===== config.mk =====
export PLATFORM = sky130hd
export DESIGN_NAME = sleep_ctrl
export DESIGN_NICKNAME = d
export VERILOG_FILES = /design/src/rtl/slp_pkg.sv /design/src/rtl/pm_level_filter.sv /design/src/rtl/pm_startup_timer.sv /design/src/rtl/sleep_ctrl.sv
export SDC_FILE = /design/constraint.sdc
export NUM_CORES = 1
export LEC_CHECK = 0
export BUFFER_PORTS_ARGS = -buffer_cell sky130_fd_sc_hd__buf_2
export CORE_ASPECT_RATIO = 0.9
export CORE_MARGIN = 1
export CORE_UTILIZATION = 55
export DETAILED_ROUTE_END_ITERATION = 7
export PLACE_DENSITY = 0.82
export SLEW_MARGIN = 20
export SYNTH_ARGS = -nofsm -noshare
export SYNTH_HDL_FRONTEND = slang
export SYNTH_SLANG_ARGS = --single-unit

===== constraint.sdc =====
create_clock -name clk -period 5.58 [get_ports clk]
set_input_delay 1.116 -clock clk [delete_from_list [all_inputs] [get_ports clk]]
set_output_delay 1.116 -clock clk [all_outputs]
set_load 0.01 [all_outputs]

===== src/rtl/slp_pkg.sv =====
package slp_pkg;

    localparam logic [2:0] MD_IDLE  = 3'd0;
    localparam logic [2:0] MD_ADCNR = 3'd1;
    localparam logic [2:0] MD_PDOWN = 3'd2;
    localparam logic [2:0] MD_PSAVE = 3'd3;

    localparam int NUM_EVT  = 6;
    localparam int EV_TWI   = 0;
    localparam int EV_T2OVF = 1;
    localparam int EV_T2CMP = 2;
    localparam int EV_ADC   = 3;
    localparam int EV_NVM   = 4;
    localparam int EV_MISC  = 5;

    typedef enum logic [1:0] {
        ST_RUN    = 2'd0,
        ST_DOZE   = 2'd1,
        ST_WARM   = 2'd2,
        ST_RESUME = 2'd3
    } pm_state_t;

    typedef struct packed {
        logic cpu;
        logic io;
        logic flash;
        logic adc;
        logic osc;
        logic tmr;
    } clk_gate_t;

    // Event lines each sleep mode lets through.
    function automatic logic [NUM_EVT-1:0] evt_allow(input logic [2:0] mode,
                                                     input logic       async_t2);
        logic [NUM_EVT-1:0] m;
        m = '0;
        case (mode)
            MD_IDLE:  m = '1;
            MD_ADCNR: begin
                m = '1;
                m[EV_MISC] = 1'b0;
            end
            MD_PDOWN: m[EV_TWI] = 1'b1;
            MD_PSAVE: begin
                m[EV_TWI]   = 1'b1;
                m[EV_T2OVF] = async_t2;
                m[EV_T2CMP] = async_t2;
            end
            default:  m = '0;
        endcase
        return m;
    endfunction

    // Clock gates that hold while dozing in a given mode.
    function automatic clk_gate_t doze_gates(input logic [2:0] mode,
                                             input logic       async_t2);
        clk_gate_t g;
        g = '0;
        case (mode)
            MD_IDLE:  g = '{cpu: 1'b0, io: 1'b1, flash: 1'b1, adc: 1'b1, osc: 1'b1, tmr: 1'b1};
            MD_ADCNR: g = '{cpu: 1'b0, io: 1'b0, flash: 1'b0, adc: 1'b1, osc: 1'b1, tmr: 1'b1};
            MD_PSAVE: g.tmr = async_t2;
            default:  g = '0;
        endcase
        return g;
    endfunction

    function automatic logic is_deep(input logic [2:0] mode);
        return (mode == MD_PDOWN) || (mode == MD_PSAVE);
    endfunction

endpackage


===== src/rtl/pm_level_filter.sv =====
module pm_level_filter #(
    parameter int HOLD = 4
) (
    input  logic clk,
    input  logic rst_n,
    input  logic lvl_in,
    output logic qual
);
    localparam int CW = $clog2(HOLD + 1);
    localparam logic [CW-1:0] LIM = CW'(HOLD);

    logic [CW-1:0] run_q;

    always_ff @(posedge clk or negedge rst_n) begin
        if (!rst_n) begin
            run_q <= '0;
        end else if (!lvl_in) begin
            run_q <= '0;
        end else if (run_q != LIM) begin
            run_q <= run_q + 1'b1;
        end
    end

    assign qual = (run_q == LIM);

    AST_LVL_HELD: assert property (@(posedge clk) disable iff (!rst_n)
        qual |-> $past(lvl_in));

endmodule


===== src/rtl/pm_startup_timer.sv =====
module pm_startup_timer #(
    parameter int SHORT_LEN = 16,
    parameter int LONG_LEN  = 64
) (
    input  logic       clk,
    input  logic       rst_n,
    input  logic       arm,
    input  logic [1:0] sel,
    output logic       zero_len,
    output logic       done
);
    localparam int CW = $clog2(LONG_LEN + 1);

    logic [CW-1:0] cnt_q;
    logic [CW-1:0] lim_q;
    logic          busy_q;
    logic [CW-1:0] sel_len;

    always_comb begin
        unique case (sel)
            2'b00:   sel_len = '0;
            2'b01:   sel_len = CW'(SHORT_LEN);
            default: sel_len = CW'(LONG_LEN);
        endcase
    end

    assign zero_len = (sel_len == '0);
    assign done     = busy_q && (cnt_q == lim_q - 1'b1);

    always_ff @(posedge clk or negedge rst_n) begin
        if (!rst_n) begin
            cnt_q  <= '0;
            lim_q  <= '0;
            busy_q <= 1'b0;
        end else if (arm) begin
            cnt_q  <= '0;
            lim_q  <= sel_len;
            busy_q <= 1'b1;
        end else if (busy_q) begin
            cnt_q <= cnt_q + 1'b1;
            if (done) busy_q <= 1'b0;
        end
    end

    AST_WARM_STEP: assert property (@(posedge clk) disable iff (!rst_n)
        (busy_q && $past(busy_q) && !$past(arm)) |-> (cnt_q == $past(cnt_q) + 1'b1));

endmodule


===== src/rtl/sleep_ctrl.sv =====
module sleep_ctrl
    import slp_pkg::*;
#(
    parameter int LVL_HOLD  = 4,
    parameter int SUT_SHORT = 16,
    parameter int SUT_LONG  = 64,
    parameter int NUM_EXT   = 2
) (
    input  logic               clk,
    input  logic               rst_n,
    input  logic               sleep_req,
    input  logic               sleep_en,
    input  logic [2:0]         mode_sel,
    input  logic               adc_en,
    input  logic               async_t2,
    input  logic               gie,
    input  logic [NUM_EVT-1:0] evt_pend,
    input  logic [NUM_EVT-1:0] evt_en,
    input  logic [NUM_EXT-1:0] ext_lvl,
    input  logic [NUM_EXT-1:0] ext_en,
    input  logic               rst_evt,
    input  logic [1:0]         sut_sel,
    output logic               cpu_clk_en,
    output logic               io_clk_en,
    output logic               flash_clk_en,
    output logic               adc_clk_en,
    output logic               osc_en,
    output logic               tmr2_clk_en,
    output logic               adc_start,
    output logic               wake_pulse
);

    pm_state_t     state_q, state_d;
    logic [2:0]    mode_q;
    logic          adc_start_q;
    logic [NUM_EXT-1:0] ext_qual;
    logic          enter, wake_hit, arm, zero_len, warm_done, evt_hit, ext_hit;
    clk_gate_t     gates;

    for (genvar i = 0; i < NUM_EXT; i++) begin : g_ext
        pm_level_filter #(.HOLD(LVL_HOLD)) u_filt (
            .clk    (clk),
            .rst_n  (rst_n),
            .lvl_in (ext_lvl[i]),
            .qual   (ext_qual[i])
        );
    end

    pm_startup_timer #(.SHORT_LEN(SUT_SHORT), .LONG_LEN(SUT_LONG)) u_sut (
        .clk      (clk),
        .rst_n    (rst_n),
        .arm      (arm),
        .sel      (sut_sel),
        .zero_len (zero_len),
        .done     (warm_done)
    );

    assign enter    = sleep_req && sleep_en && !mode_sel[2];
    assign evt_hit  = |(evt_pend & evt_en & evt_allow(mode_q, async_t2));
    assign ext_hit  = |(ext_qual & ext_en);
    assign wake_hit = rst_evt || (gie && (evt_hit || ext_hit));
    assign arm      = (state_q == ST_DOZE) && wake_hit && is_deep(mode_q) && !zero_len;

    // Next-state logic.
    always_comb begin
        state_d = state_q;
        unique case (state_q)
            ST_RUN:    if (enter) state_d = ST_DOZE;
            ST_DOZE:   if (wake_hit) state_d = arm ? ST_WARM : ST_RESUME;
            ST_WARM:   if (warm_done) state_d = ST_RESUME;
            ST_RESUME: state_d = ST_RUN;
        endcase
    end

    // State register, latched mode and ADC strobe.
    always_ff @(posedge clk or negedge rst_n) begin
        if (!rst_n) begin
            state_q     <= ST_RUN;
            mode_q      <= MD_IDLE;
            adc_start_q <= 1'b0;
        end else begin
            state_q     <= state_d;
            adc_start_q <= (state_q == ST_RUN) && enter && adc_en && !mode_sel[1];
            if ((state_q == ST_RUN) && enter) mode_q <= mode_sel;
        end
    end

    // Output decode.
    always_comb begin
        gates = '1;
        unique case (state_q)
            ST_RUN, ST_RESUME: gates = '1;
            ST_DOZE:           gates = doze_gates(mode_q, async_t2);
            ST_WARM: begin
                gates     = '0;
                gates.osc = 1'b1;
                gates.tmr = (mode_q == MD_PSAVE) && async_t2;
            end
        endcase
    end

    assign cpu_clk_en   = gates.cpu;
    assign io_clk_en    = gates.io;
    assign flash_clk_en = gates.flash;
    assign adc_clk_en   = gates.adc;
    assign osc_en       = gates.osc;
    assign tmr2_clk_en  = gates.tmr;
    assign adc_start    = adc_start_q;
    assign wake_pulse   = (state_q == ST_RESUME);

    AST_ENTRY_QUALIFIED: assert property (@(posedge clk) disable iff (!rst_n)
        $fell(cpu_clk_en) |-> $past(sleep_req && sleep_en && !mode_sel[2]));
    AST_ADC_START_CTX: assert property (@(posedge clk) disable iff (!rst_n)
        adc_start |-> $past(adc_en && mode_sel[2:1] == 2'b00));
    AST_WAKE_SINGLE: assert property (@(posedge clk) disable iff (!rst_n)
        wake_pulse |=> !wake_pulse);
    AST_WAKE_AFTER_GATE: assert property (@(posedge clk) disable iff (!rst_n)
        wake_pulse |-> $past(!cpu_clk_en));

endmodule


Word level (Yosys, flattened, before mapping)
Index checks and enable logic that the tools add are counted.
{ "word_totals": {"regBits": 27, "inputBits": 29, "out_inout_bits": 8, "wordCells": 81} }
{ "classes": {"addsub": 4, "n_eq_ne": 17, "muxes": 21, "bitwise_logic": 3, "reduce_logical": 28} }
{ "ops": {"columns": ["op", "n"], "rows": [
  ["one-hot mux 6 bit (3 select lines)", 1],
  ["2-to-1 mux 7 bit", 2],
  ["one-hot mux 7 bit (2 select lines)", 1],
  ["AND 6 bit", 2],
  ["2-to-1 mux 3 bit", 4],
  ["logical AND 1 bit", 11],
  ["one-hot mux 2 bit (4 select lines)", 1],
  ["one-hot mux 4 bit (2 select lines)", 1],
  ["adder 7 x 1 -> 7 bit, second input constant", 1],
  ["equality test 7 bit", 1],
  ["zero test 7 bit", 1],
  ["subtractor 7 x 1 -> 7 bit, second input constant", 1],
  ["adder 3 x 1 -> 3 bit, second input constant", 2],
  ["equality test 3 x 2 -> 1 bit, second input constant", 2],
  ["equality test 3 bit, second input constant", 2],
  ["2-to-1 mux 2 bit", 3],
  ["!= test 2 x 1 -> 1 bit, second input constant", 3],
  ["!= test 3 bit, second input constant", 2],
  ["one-hot mux 3 bit (2 select lines)", 1],
  ["OR reduction 2 bit", 3],
  ["OR reduction 6 bit", 1],
  ["2-to-1 mux 1 bit", 5],
  ["equality test 2 x 1 -> 1 bit, second input constant", 2],
  ["equality test 2 bit, second input constant", 2],
  ["other kinds (12)", 18]
]} }

Logic depth before layout (Yosys ltp)
Gate-level depths: netlist (run 1).
{ "logic_depth": {"word_depth": 14, "depth_mapped": 7} }

Hierarchy
From an unflattened synthesis (run 1), not the netlist that was laid out.
{ "hier_totals": {"cells_unflattened": 133, "area_unflattened_um2": 1332.5} }
{ "modules_own_cells": {"columns": ["mod", "instances", "cells_per_inst", "area_each_um2"], "rows": [
  ["pm_startup_timer", 1, 47, 503.0],
  ["sleep_ctrl", 1, 52, 486.7],
  ["pm_level_filter", 2, 17, 171.4]
]} }

Worst setup path after synthesis (run 1)
Ideal clock, no wire load.
{ "synth_timing": {"path_kind": "input -> output", "from": "in async_t2", "to": "out tmr2_clk_en", "t_arrival_ns": 1.493, "required_ns": 4.464, "path_slack_ns": 2.971, "path_stages": 2, "path_cell_list": "nand4b_1 o211ai_1"} }
{ "synth_between": {"elab_chain_cells": 2, "word_cells_on_any_way": 3, "cone_classes": "2 x mux; 1 x reduce/logical"} }
{ "synth_rtl": {"columns": ["item", "line_no", "rtl"], "rows": [
  ["start: declaration", "sleep_ctrl.sv:15", "input logic async_t2,"],
  ["one-hot mux 1 bit (2 select lines) or logical AND 1 bit (tied branches)", "slp_pkg.sv:59, sleep_ctrl.sv:97", null],
  ["one-hot mux 6 bit (3 select lines) *", "sleep_ctrl.sv:91", "unique case (state_q)"],
  ["end: declaration", "sleep_ctrl.sv:28", "output logic tmr2_clk_en,"]
]} }
Every way passes the cells marked *; elsewhere a longest branch is shown, timed or not.

Worst setup path after layout (run 1)
{ "layout_timing": {"from": "reg state_q[1]", "to": "out osc_en"} }
{ "layout_between": {"elab_chain_cells": 3, "word_cells_on_any_way": 6, "cone_classes": "3 x eq/ne; 1 x mux; 2 x reduce/logical"} }
{ "layout_rtl": {"columns": ["item", "line_no", "rtl"], "rows": [
  ["start: declaration", "sleep_ctrl.sv:33", "pm_state_t state_q, state_d;"],
  ["start signal: assignment", "sleep_ctrl.sv:82", "state_q <= state_d;"],
  ["equality test 2 bit or zero test 2 bit (tied branches)", "sleep_ctrl.sv:91", null],
  ["OR reduction 2 bit", "sleep_ctrl.sv:91", null],
  ["one-hot mux 6 bit (3 select lines) *", "sleep_ctrl.sv:91", null],
  ["end: declaration", "sleep_ctrl.sv:27", "output logic osc_en,"]
]} }
Marked as above.

==> results of run 1 <==
## layout make-up
cell class	instances	area [um^2]
Clock buffer	4	36.3
Multi-Input combinational cell	104	786
Fill cell	196	651
Sequential cell	22	551
Timing Repair Buffer	36	180
Tap cell	27	33.8
Inverter	12	45.0
## kinds of logic (layout without fill, tap and decap cells)
logic type / Yosys count / after routing / synth area share, %
AOI/OAI and AO/OA: 39 / 39 / 22.1
DFF: 22 / 22 / 39.3
adders and majority gates: 9 / 9 / 8.04
buffers and inverters: 16 / 52 / 4.64
and+or+nand+nor: 42 / 42 / 16.6
xor gates and xnor gates: 9 / 9 / 5.62
muxes: 5 / 5 / 3.75
## critical path, cell delays in order, from the launching register on
cell and delay [ns]:
dfrtp_1 0.40, inv_1 0.09, ha_1 0.29, nand2_1 0.13, nand2_1 0.07, or2_2 0.26, buf_2 0.14
## flip-flops by register name, indices dropped and copies added (netlist names)
register            count
mode_q                  3
adc_start               1
state_q                 2
g_ext.u_filt.run_q      6
u_sut.cnt_q             7
u_sut.lim_q             2
u_sut.busy_q            1
## cells in the final DEF, fill, tap and decap left out, drive strengths merged, types with 2 or more instances in the layout
cell type  Yosys  final
and3           2      2
nand3          5      5
xnor2          5      5
buf            2     36
nand2         11     11
xor2           4      4
a31oi          3      3
a21boi         2      2
nand4          3      3
a22oi          2      2
o21a           3      3
and2           3      3
a21oi          9      9
a211o          2      2
mux2i          3      3
mux2           2      2
nand4b         3      3
nor3b          3      3
nor2           7      7
o21ai          6      6
o22ai          2      2
ha             9      9
clkbuf         2      4
dfrtp         22     22
inv           12     12
## power by group
group          leakage, nW  total (W)  switching [W]  internal, W
Combinational        0.498   0.000379       0.000197     0.000182
Sequential           0.270   0.000275      0.0000600     0.000215
Clock               0.0210  0.0000869      0.0000471    0.0000398
## per-layer routing
metal	routed length [um]	global-route usage, %	up-vias
met5	0	0	-
met4	13	3.75	0
met3	94	5.77	2
met2	1400	40.2	21
met1	1280	28.1	552
li1	-	-	588
## metrics by stage
stage | util [%] | setup WS (ns)
after floorplan | - | 2.97
after global placement | 69.9 | 2.84
after detailed placement | 69.9 | 2.83
after CTS | 71.5 | 2.76
after global routing | 71.5 | 2.63
final | 71.5 | 2.78
## path summary, 6_finish.rpt
| path | from | endpoint | slack, ns | depth (start not counted) |
|---|---|---|---|---|
| worst max-delay path | state_q[1]$_DFFE_PN0P_ | osc_en | 2.78 | 6 |
| worst min-delay path | g_ext[1].u_filt.run_q[2]$_DFFE_PN0P_ | g_ext[1].u_filt.run_q[2]$_DFFE_PN0P_ | 0.54 | 1 |
| worst max register to register | g_ext[0].u_filt.run_q[0]$_DFFE_PN0P_ | u_sut.busy_q$_DFF_PN0_ | 3.69 | 7 |
| worst min register to register | g_ext[1].u_filt.run_q[2]$_DFFE_PN0P_ | g_ext[1].u_filt.run_q[2]$_DFFE_PN0P_ | 0.54 | 1 |
| max in group asynchronous | rst_n | u_sut.cnt_q[1]$_DFFE_PN0P_ | 4.49 | 1 |
| min in group asynchronous | rst_n | state_q[1]$_DFFE_PN0P_ | 0.74 | 1 |
==> results.sh, run 1 <==
export IMPL_status="complete, no violations"
export IMPL_slew_headroom_pct=67.8
export IMPL_synth_commonest_cells="dfrtp_1, inv_1, nand2_1"
export IMPL_diodes=0
export IMPL_grt_pass1_wl_um=5000
export IMPL_worst_setup_path_type="reg -> out"
export IMPL_min_path_type="reg -> reg"
export IMPL_drive_above_1_share_pct=28.7
export IMPL_tritoncts="yes"
export IMPL_die_area_mm2=0.00275
export IMPL_dp_hpwl_um=2170
export IMPL_die_h_um=49.9
export IMPL_antenna_found_initial=0
export IMPL_syn_instance_count=142
export IMPL_fin_hold_ws_ns=0.535
export IMPL_synth_most_common_cell="dfrtp_1"
export IMPL_syn_cell_area_mm2=0.00140
export IMPL_portBuffers=36
export IMPL_drt_iter0_markers=33
export IMPL_ir_drop_uv=370
export IMPL_clock_latency_ns=0.31
export IMPL_period_share_pct=50.2
export IMPL_arrival_ns=1.69
export IMPL_power_density_mw_per_mm2=454
export IMPL_vias_per_cell=5.67
export IMPL_min_period_ns=2.80
export IMPL_gp_congestion=0.797
export IMPL_fmax_ghz=0.357
export IMPL_grt_use_total_pct=22.6
export IMPL_fin_skew_ns=0.0141
export IMPL_avgSynthCellArea_um2=9.87
export IMPL_grt_max_degree=23
export IMPL_tightest_slew_ns=0.483
export IMPL_async_reset_ff_share_pct=100
export IMPL_cp_required_ns=4.46
export IMPL_overflow=0
export IMPL_core_mm2=0.00228
export IMPL_die_w_um=55.2
export IMPL_slew_violations=0
export IMPL_synth_cell_types=44
export IMPL_cts_setup_buffers=0
export IMPL_synth_area_leaders="dfrtp_1, ha_1, a21oi_1, inv_1, xnor2_1"
export IMPL_cts_resized_gates=0
export IMPL_initial_core_util_pct=61.4
export IMPL_htree_levels=1
export IMPL_postCtsHoldBufs=0
export IMPL_end_kind="output pin"
export IMPL_routedWlPerCell_um=13.6
export IMPL_ys_ff_latch=22
export IMPL_clock_path_buffers=2
export IMPL_wl_um=2780
export IMPL_syn_to_final_growth_pct=16.4
export IMPL_setup_viol=0
export IMPL_yosys_area_top_type="dfrtp_1"
export IMPL_placed_cells_incl_taps=201
export IMPL_final_cells=205
export IMPL_yosys_most_used_dff="dfrtp_1"
export IMPL_postRouteAntennaNets=0
export IMPL_ys_seq_area_share_pct=39.3
export IMPL_cts_root_buf="clkbuf_4"
export IMPL_drcViolationCount=0
export IMPL_cp_start_kind="flip-flop"
export IMPL_rsz0062_at_grt="false"
export IMPL_hold_viol=0
export IMPL_synth_top_area_share_pct=39.3
export IMPL_rows=16
export IMPL_ios=37
export IMPL_dr_total_vias=1163
export IMPL_first_global_vias=1162
export IMPL_path_max_fanout=8
export IMPL_syn_num_nets=180
export IMPL_synth_edff_count=0
export IMPL_final_cell_area_mm2=0.00163
export IMPL_cts_buffers=3
export IMPL_cellLeakagePower_nw=0.789
export IMPL_first_pass_iters=4
export IMPL_cts_clk_slew_worst_paths_ns=0.13
export IMPL_numClockSinks=22
export IMPL_setup_tns_ns=0
export IMPL_nets=217
export IMPL_place_area_mm2=0.00160
export IMPL_yosys_warnings=0
export IMPL_cap_violations=0
export IMPL_total_power_w=0.000741
Power figures use the tool's default switching activity.
==> run 2: changes to the inputs <==
--- a/config.mk
+++ b/config.mk
@@ -8,9 +8,9 @@
 export BUFFER_PORTS_ARGS = -buffer_cell sky130_fd_sc_hd__buf_2
 export CORE_ASPECT_RATIO = 0.9
 export CORE_MARGIN = 1
-export CORE_UTILIZATION = 55
+export CORE_UTILIZATION = 52
 export DETAILED_ROUTE_END_ITERATION = 7
-export PLACE_DENSITY = 0.82
+export PLACE_DENSITY = 0.78
 export SLEW_MARGIN = 20
 export SYNTH_ARGS = -nofsm -noshare
 export SYNTH_HDL_FRONTEND = slang
==> constraint.sdc (replaced) <==
create_clock -name clk -period 2.89 [get_ports clk]
set_input_delay 0.578 -clock clk [delete_from_list [all_inputs] [get_ports clk]]
set_output_delay 0.578 -clock clk [all_outputs]
set_load 0.01 [all_outputs]
==> results.sh, run 2 (synthesis gave the netlist of run 1 again) <==
export IMPL_status="finished with violations"
export IMPL_violations="design-rule violations"
export IMPL_rsz0062_at_grt="false"
export IMPL_initial_core_util_pct=55.8
export IMPL_nets=217
export IMPL_drcViolationCount=4
export IMPL_cellLeakagePower_nw=0.789
export IMPL_critPathSlowestCell="dfrtp_1"
export IMPL_gp_congestion=0.846
export IMPL_end_kind="output pin"
export IMPL_dp_hpwl_um=2210
export IMPL_cp_required_ns=2.31
export IMPL_tritoncts="yes"
export IMPL_path_max_fanout=8
export IMPL_period_share_pct=77.9
export IMPL_clock_latency_ns=0.31
export IMPL_final_seq_area_um2=551
export IMPL_rr_worst_depth=7
export IMPL_endpoint="osc_en"
export IMPL_multiInputGateArea_um2=786
export IMPL_routedWlPerCell_um=13.6
export IMPL_power_density_mw_per_mm2=882
export IMPL_setup_viol=0
export IMPL_vias_per_cell=5.71
export IMPL_antenna_found_initial=0
export IMPL_rows=17
export IMPL_reg2reg_from="g_ext[0].u_filt.run_q[0]$_DFFE_PN0P_"
export IMPL_largest_register_ffs=7
export IMPL_grt_max_degree=23
export IMPL_first_pass_iters=6
export IMPL_rrSetupSlack_ns=0.97
export IMPL_arrival_ns=1.67
export IMPL_cts_buffers=3
export IMPL_cts_root_buf="clkbuf_4"
export IMPL_die_area_mm2=0.00291
export IMPL_slew_violations=0
export IMPL_final_cell_mix="buf_2, dfrtp_1, inv_1"
export IMPL_numClockSinks=22
export IMPL_tightest_slew_ns=0.490
export IMPL_ios=37
export IMPL_grt_use_total_pct=22.4
export IMPL_largest_register="u_sut.cnt_q"
export IMPL_portBuffers=36
export IMPL_fmax_ghz=0.444
export IMPL_reg2reg_to="u_sut.busy_q$_DFF_PN0_"
export IMPL_postRouteAntennaNets=0
export IMPL_clock_path_buffers=2
export IMPL_first_global_vias=1121
export IMPL_setup_tns_ns=0
export IMPL_core_mm2=0.00251
export IMPL_drt_iter0_markers=40
export IMPL_grt_pass1_wl_um=4860
export IMPL_cp_startpoint="state_q[1]$_DFFE_PN0P_"
export IMPL_cts_resized_gates=0
export IMPL_cp_num_buf_inv=2
export IMPL_pre_cts_slack_ns=0.935
export IMPL_fin_skew_ns=0.00567
export IMPL_min_period_ns=2.25
export IMPL_top_regs="u_sut.cnt_q: 7 flops, g_ext.u_filt.run_q: 6 flops, mode_q: 3 flops"
export IMPL_hold_viol=0
export IMPL_worst_setup_path_type="reg -> out"
export IMPL_syn_to_final_growth_pct=16.5
export IMPL_cp_top_family="simple AND/OR/NAND/NOR gates"
export IMPL_final_common_cell="buf_2"
export IMPL_cts_clk_slew_worst_paths_ns=0.12
export IMPL_wl_um=2810
export IMPL_cts_setup_buffers=0
export IMPL_dr_total_vias=1176
export IMPL_diodes=0
export IMPL_min_path_type="in -> async"
export IMPL_crit_top_cell="nand2_1"
export IMPL_cap_violations=0
export IMPL_setup_ws_ns=0.639
export IMPL_overflow=0
export IMPL_slew_headroom_pct=67.3
export IMPL_cp_start_kind="flip-flop"
export IMPL_total_power_w=0.00144
export IMPL_nFillCells=211
export IMPL_worstPathCellList="inv_1 -> ha_1 -> nand2_1 -> nand2_1 -> or2_2 -> buf_2"
export IMPL_die_h_um=51.3
export IMPL_htree_levels=1
export IMPL_slowest_delay_ns=0.39
export IMPL_crit_cells=6
export IMPL_ir_drop_uv=439
export IMPL_die_w_um=56.7
export IMPL_drive_above_1_share_pct=28.7
export IMPL_postCtsHoldBufs=0
[run 2: per-layer routing]
layer | part of all wire (%) | GRT usage (%)
met5 | 0 | 0
met4 | 1.4 | 7.92
met3 | 4.6 | 4.05
met1 | 46 | 27.6
met2 | 49 | 39.5
[run 2: report_power, final]
part	switching, W	internal (W)
sequential	0.000117	0.000415
combinational	0.000390	0.000351
clock	0.0000909	0.0000770
[run 2: worst min-delay path by stage]
stage	cells past startpoint	slack [ns]	to
floorplan	0	0.28	adc_start$_DFF_PN0_
global placement	1	0.50	g_ext[1].u_filt.run_q[2]$_DFFE_PN0P_
detailed placement	1	0.52	g_ext[1].u_filt.run_q[2]$_DFFE_PN0P_
CTS	1	0.21	state_q[1]$_DFFE_PN0P_
global route	1	0.24	state_q[0]$_DFFE_PN0P_
finish	1	0.21	state_q[1]$_DFFE_PN0P_
[run 2: final cells by class]
type	instances	area share, %
clock buffer	4	2.22
tap	28	2.15
multi-input combinational	104	48.1
timing repair buffer	36	11.0
sequential	22	33.7
inverter	12	2.76
[run 2: per-stage QoR]
step	util [%]	cell area [um^2]	cells	hold slack, ns
floorplan	-	1400	142	0.282
finish	65.1	1630	206	0.208
global route	65.1	1630	206	0.241
CTS	65.1	1630	206	0.211
detailed placement	63.6	1600	202	0.521
global placement	63.6	1600	202	0.504
==> run 3: changes to the inputs <==
--- a/config.mk
+++ b/config.mk
@@ -8,9 +8,9 @@
 export BUFFER_PORTS_ARGS = -buffer_cell sky130_fd_sc_hd__buf_2
 export CORE_ASPECT_RATIO = 0.9
 export CORE_MARGIN = 1
-export CORE_UTILIZATION = 52
+export CORE_UTILIZATION = 47
 export DETAILED_ROUTE_END_ITERATION = 7
-export PLACE_DENSITY = 0.78
+export PLACE_DENSITY = 0.74
 export SLEW_MARGIN = 20
 export SYNTH_ARGS = -nofsm -noshare
 export SYNTH_HDL_FRONTEND = slang
==> constraint.sdc (replaced) <==
create_clock -name clk -period 2.05 [get_ports clk]
set_input_delay 0.41 -clock clk [delete_from_list [all_inputs] [get_ports clk]]
set_output_delay 0.41 -clock clk [all_outputs]
set_load 0.01 [all_outputs]
==> results.sh, run 3 (synthesis gave the netlist of run 1 again) <==
export IMPL_end_kind="output pin"
export IMPL_cap_violations=0
export IMPL_fmax_ghz=0.504
export IMPL_die_area_mm2=0.00320
export IMPL_gp_congestion=0.812
export IMPL_overflow=0
export IMPL_path_max_fanout=4
export IMPL_cts_buffers=3
export IMPL_slowest_delay_ns=0.44
export IMPL_cp_start_kind="flip-flop"
export IMPL_setup_tns_ns=0
export IMPL_grt_use_total_pct=20.1
export IMPL_setup_viol=0
export IMPL_grt_pass1_wl_um=4760
export IMPL_netSwitchingFraction_pct=41.4
export IMPL_pwr_share_seq_pct=36.1
export IMPL_largest_register="u_sut.cnt_q"
export IMPL_status="complete, no violations"
export IMPL_drt_iter0_markers=31
export IMPL_cts_clk_slew_worst_paths_ns=0.13
export IMPL_postLayoutCoreUtil_pct=60.6
export IMPL_arrival_ns=1.57
export IMPL_switchingPower_w=0.000878
export IMPL_drive_above_1_share_pct=32.8
export IMPL_nets=219
export IMPL_core_mm2=0.00279
export IMPL_first_global_vias=1066
export IMPL_ios=37
export IMPL_die_w_um=59.6
export IMPL_slew_headroom_pct=67.4
export IMPL_final_cell_area_mm2=0.00169
export IMPL_cts_root_buf="clkbuf_4"
export IMPL_min_period_ns=1.98
export IMPL_vias_per_cell=5.41
export IMPL_largest_register_ffs=7
export IMPL_postRouteAntennaNets=0
export IMPL_htree_levels=1
export IMPL_clkPwrFrac_pct=11.4
export IMPL_drcViolationCount=0
export IMPL_min_path_type="in -> async"
export IMPL_hold_viol=0
export IMPL_final_cell_mix="buf_2, dfrtp_1, inv_1, nand2_1, a21oi_1"
export IMPL_period_share_pct=96.7
export IMPL_cp_required_ns=1.64
export IMPL_p_int_w=0.00124
export IMPL_place_area_mm2=0.00162
export IMPL_placed_cells_incl_taps=215
export IMPL_power_density_mw_per_mm2=1250
export IMPL_cp_top_family="flip-flops"
export IMPL_clock_latency_ns=0.31
export IMPL_pwr_share_comb_pct=52.5
export IMPL_die_h_um=53.8
export IMPL_clock_path_buffers=2
export IMPL_tightest_slew_ns=0.489
export IMPL_worst_setup_path_type="reg -> out"
export IMPL_top_regs="u_sut.cnt_q: 7 flops, g_ext.u_filt.run_q: 6 flops, mode_q: 3 flops"
export IMPL_slew_violations=0
export IMPL_postCtsHoldBufs=0
export IMPL_grt_max_degree=23
export IMPL_wl_um=2930
export IMPL_final_cells=220
export IMPL_ir_drop_uv=579
export IMPL_fin_skew_ns=0.00898
export IMPL_portBuffers=36
export IMPL_routedWlPerCell_um=13.3
export IMPL_initial_core_util_pct=50.2
export IMPL_first_pass_iters=4
export IMPL_tritoncts="yes"
export IMPL_numClockSinks=22
export IMPL_cellLeakagePower_nw=0.797
export IMPL_cp_num_buf_inv=2
export IMPL_dp_hpwl_um=2200
export IMPL_antenna_found_initial=0
export IMPL_rows=18
export IMPL_worstPathCellList="inv_2 -> ha_4 -> nand2_1 -> or2_2 -> buf_2"
export IMPL_dr_total_vias=1191
export IMPL_critPathSlowestCell="dfrtp_2"
export IMPL_syn_to_final_growth_pct=20.7
export IMPL_nFillCells=257
export IMPL_final_common_cell="buf_2"
export IMPL_diodes=0
-- run 3: timing repair --
item | CTS | global route
endpoints found under the setup margin | 3 | 1
setup buffers | 0 | 1
gates resized for setup | 1 | 6
-- run 3: final cells by class --
class / count / area [um^2] / area share (%)
Tap cell: 40 / 50.0 / 2.96
Clock buffer: 4 / 36.3 / 2.14
Sequential cell: 22 / 552 / 32.6
Inverter: 12 / 45.0 / 2.66
Multi-Input combinational cell: 104 / 813 / 48.1
Timing Repair Buffer: 38 / 195 / 11.5
-- run 3: worst paths after layout --
kind | slack (ns) | depth (start not counted) | endpoint | from
max | 0.07 | 5 | osc_en | state_q[0]$_DFFE_PN0P_
min | 0.03 | 1 | mode_q[0]$_DFFE_PN0P_ | rst_n
min reg2reg | 0.53 | 1 | g_ext[1].u_filt.run_q[2]$_DFFE_PN0P_ | g_ext[1].u_filt.run_q[2]$_DFFE_PN0P_
max reg2reg | 0.14 | 7 | u_sut.busy_q$_DFF_PN0_ | g_ext[1].u_filt.run_q[0]$_DFFE_PN0P_
min in group clk | 0.25 | 2 | adc_start$_DFF_PN0_ | mode_sel[1]
max in group asynchronous | 1.66 | 1 | state_q[0]$_DFFE_PN0P_ | rst_n
-- run 3: metrics by stage --
| stage | setup WS [ns] | hold WS (ns) | power (W) |
|---|---|---|---|
| floorplan | 0.290 | 0.114 | 0.00151 |
| global placement | 0.229 | 0.406 | 0.00176 |
| detailed placement | 0.149 | 0.413 | 0.00179 |
| CTS | 0.00587 | 0.0536 | 0.00204 |
| global route | -0.00462 | 0.0621 | 0.00228 |
| finish | 0.0669 | 0.0334 | 0.00212 |
-- run 3: power by group through the flow --
| stage | Sequential [W] | Clock, W | Combinational (W) |
|---|---|---|---|
| 2_1_floorplan | 0.000702 | 0 | 0.000810 |
| 3_3_place_gp | 0.000744 | 0 | 0.00101 |
| 3_5_place_dp | 0.000758 | 0 | 0.00103 |
| 4_1_cts | 0.000750 | 0.000247 | 0.00105 |
| 5_1_grt | 0.000780 | 0.000271 | 0.00123 |
| 6_report | 0.000765 | 0.000242 | 0.00111 |
-- run 3: metal layers --
| layer | share of wire, % | global-route usage, % | vias up |
|---|---|---|---|
| li1 | - | - | 584 |
| met2 | 48 | 33.1 | 25 |
| met4 | 0.51 | 4.65 | 0 |
| met3 | 4.2 | 5.29 | 2 |
| met1 | 47 | 26.5 | 580 |
| met5 | 0 | 0 | - |
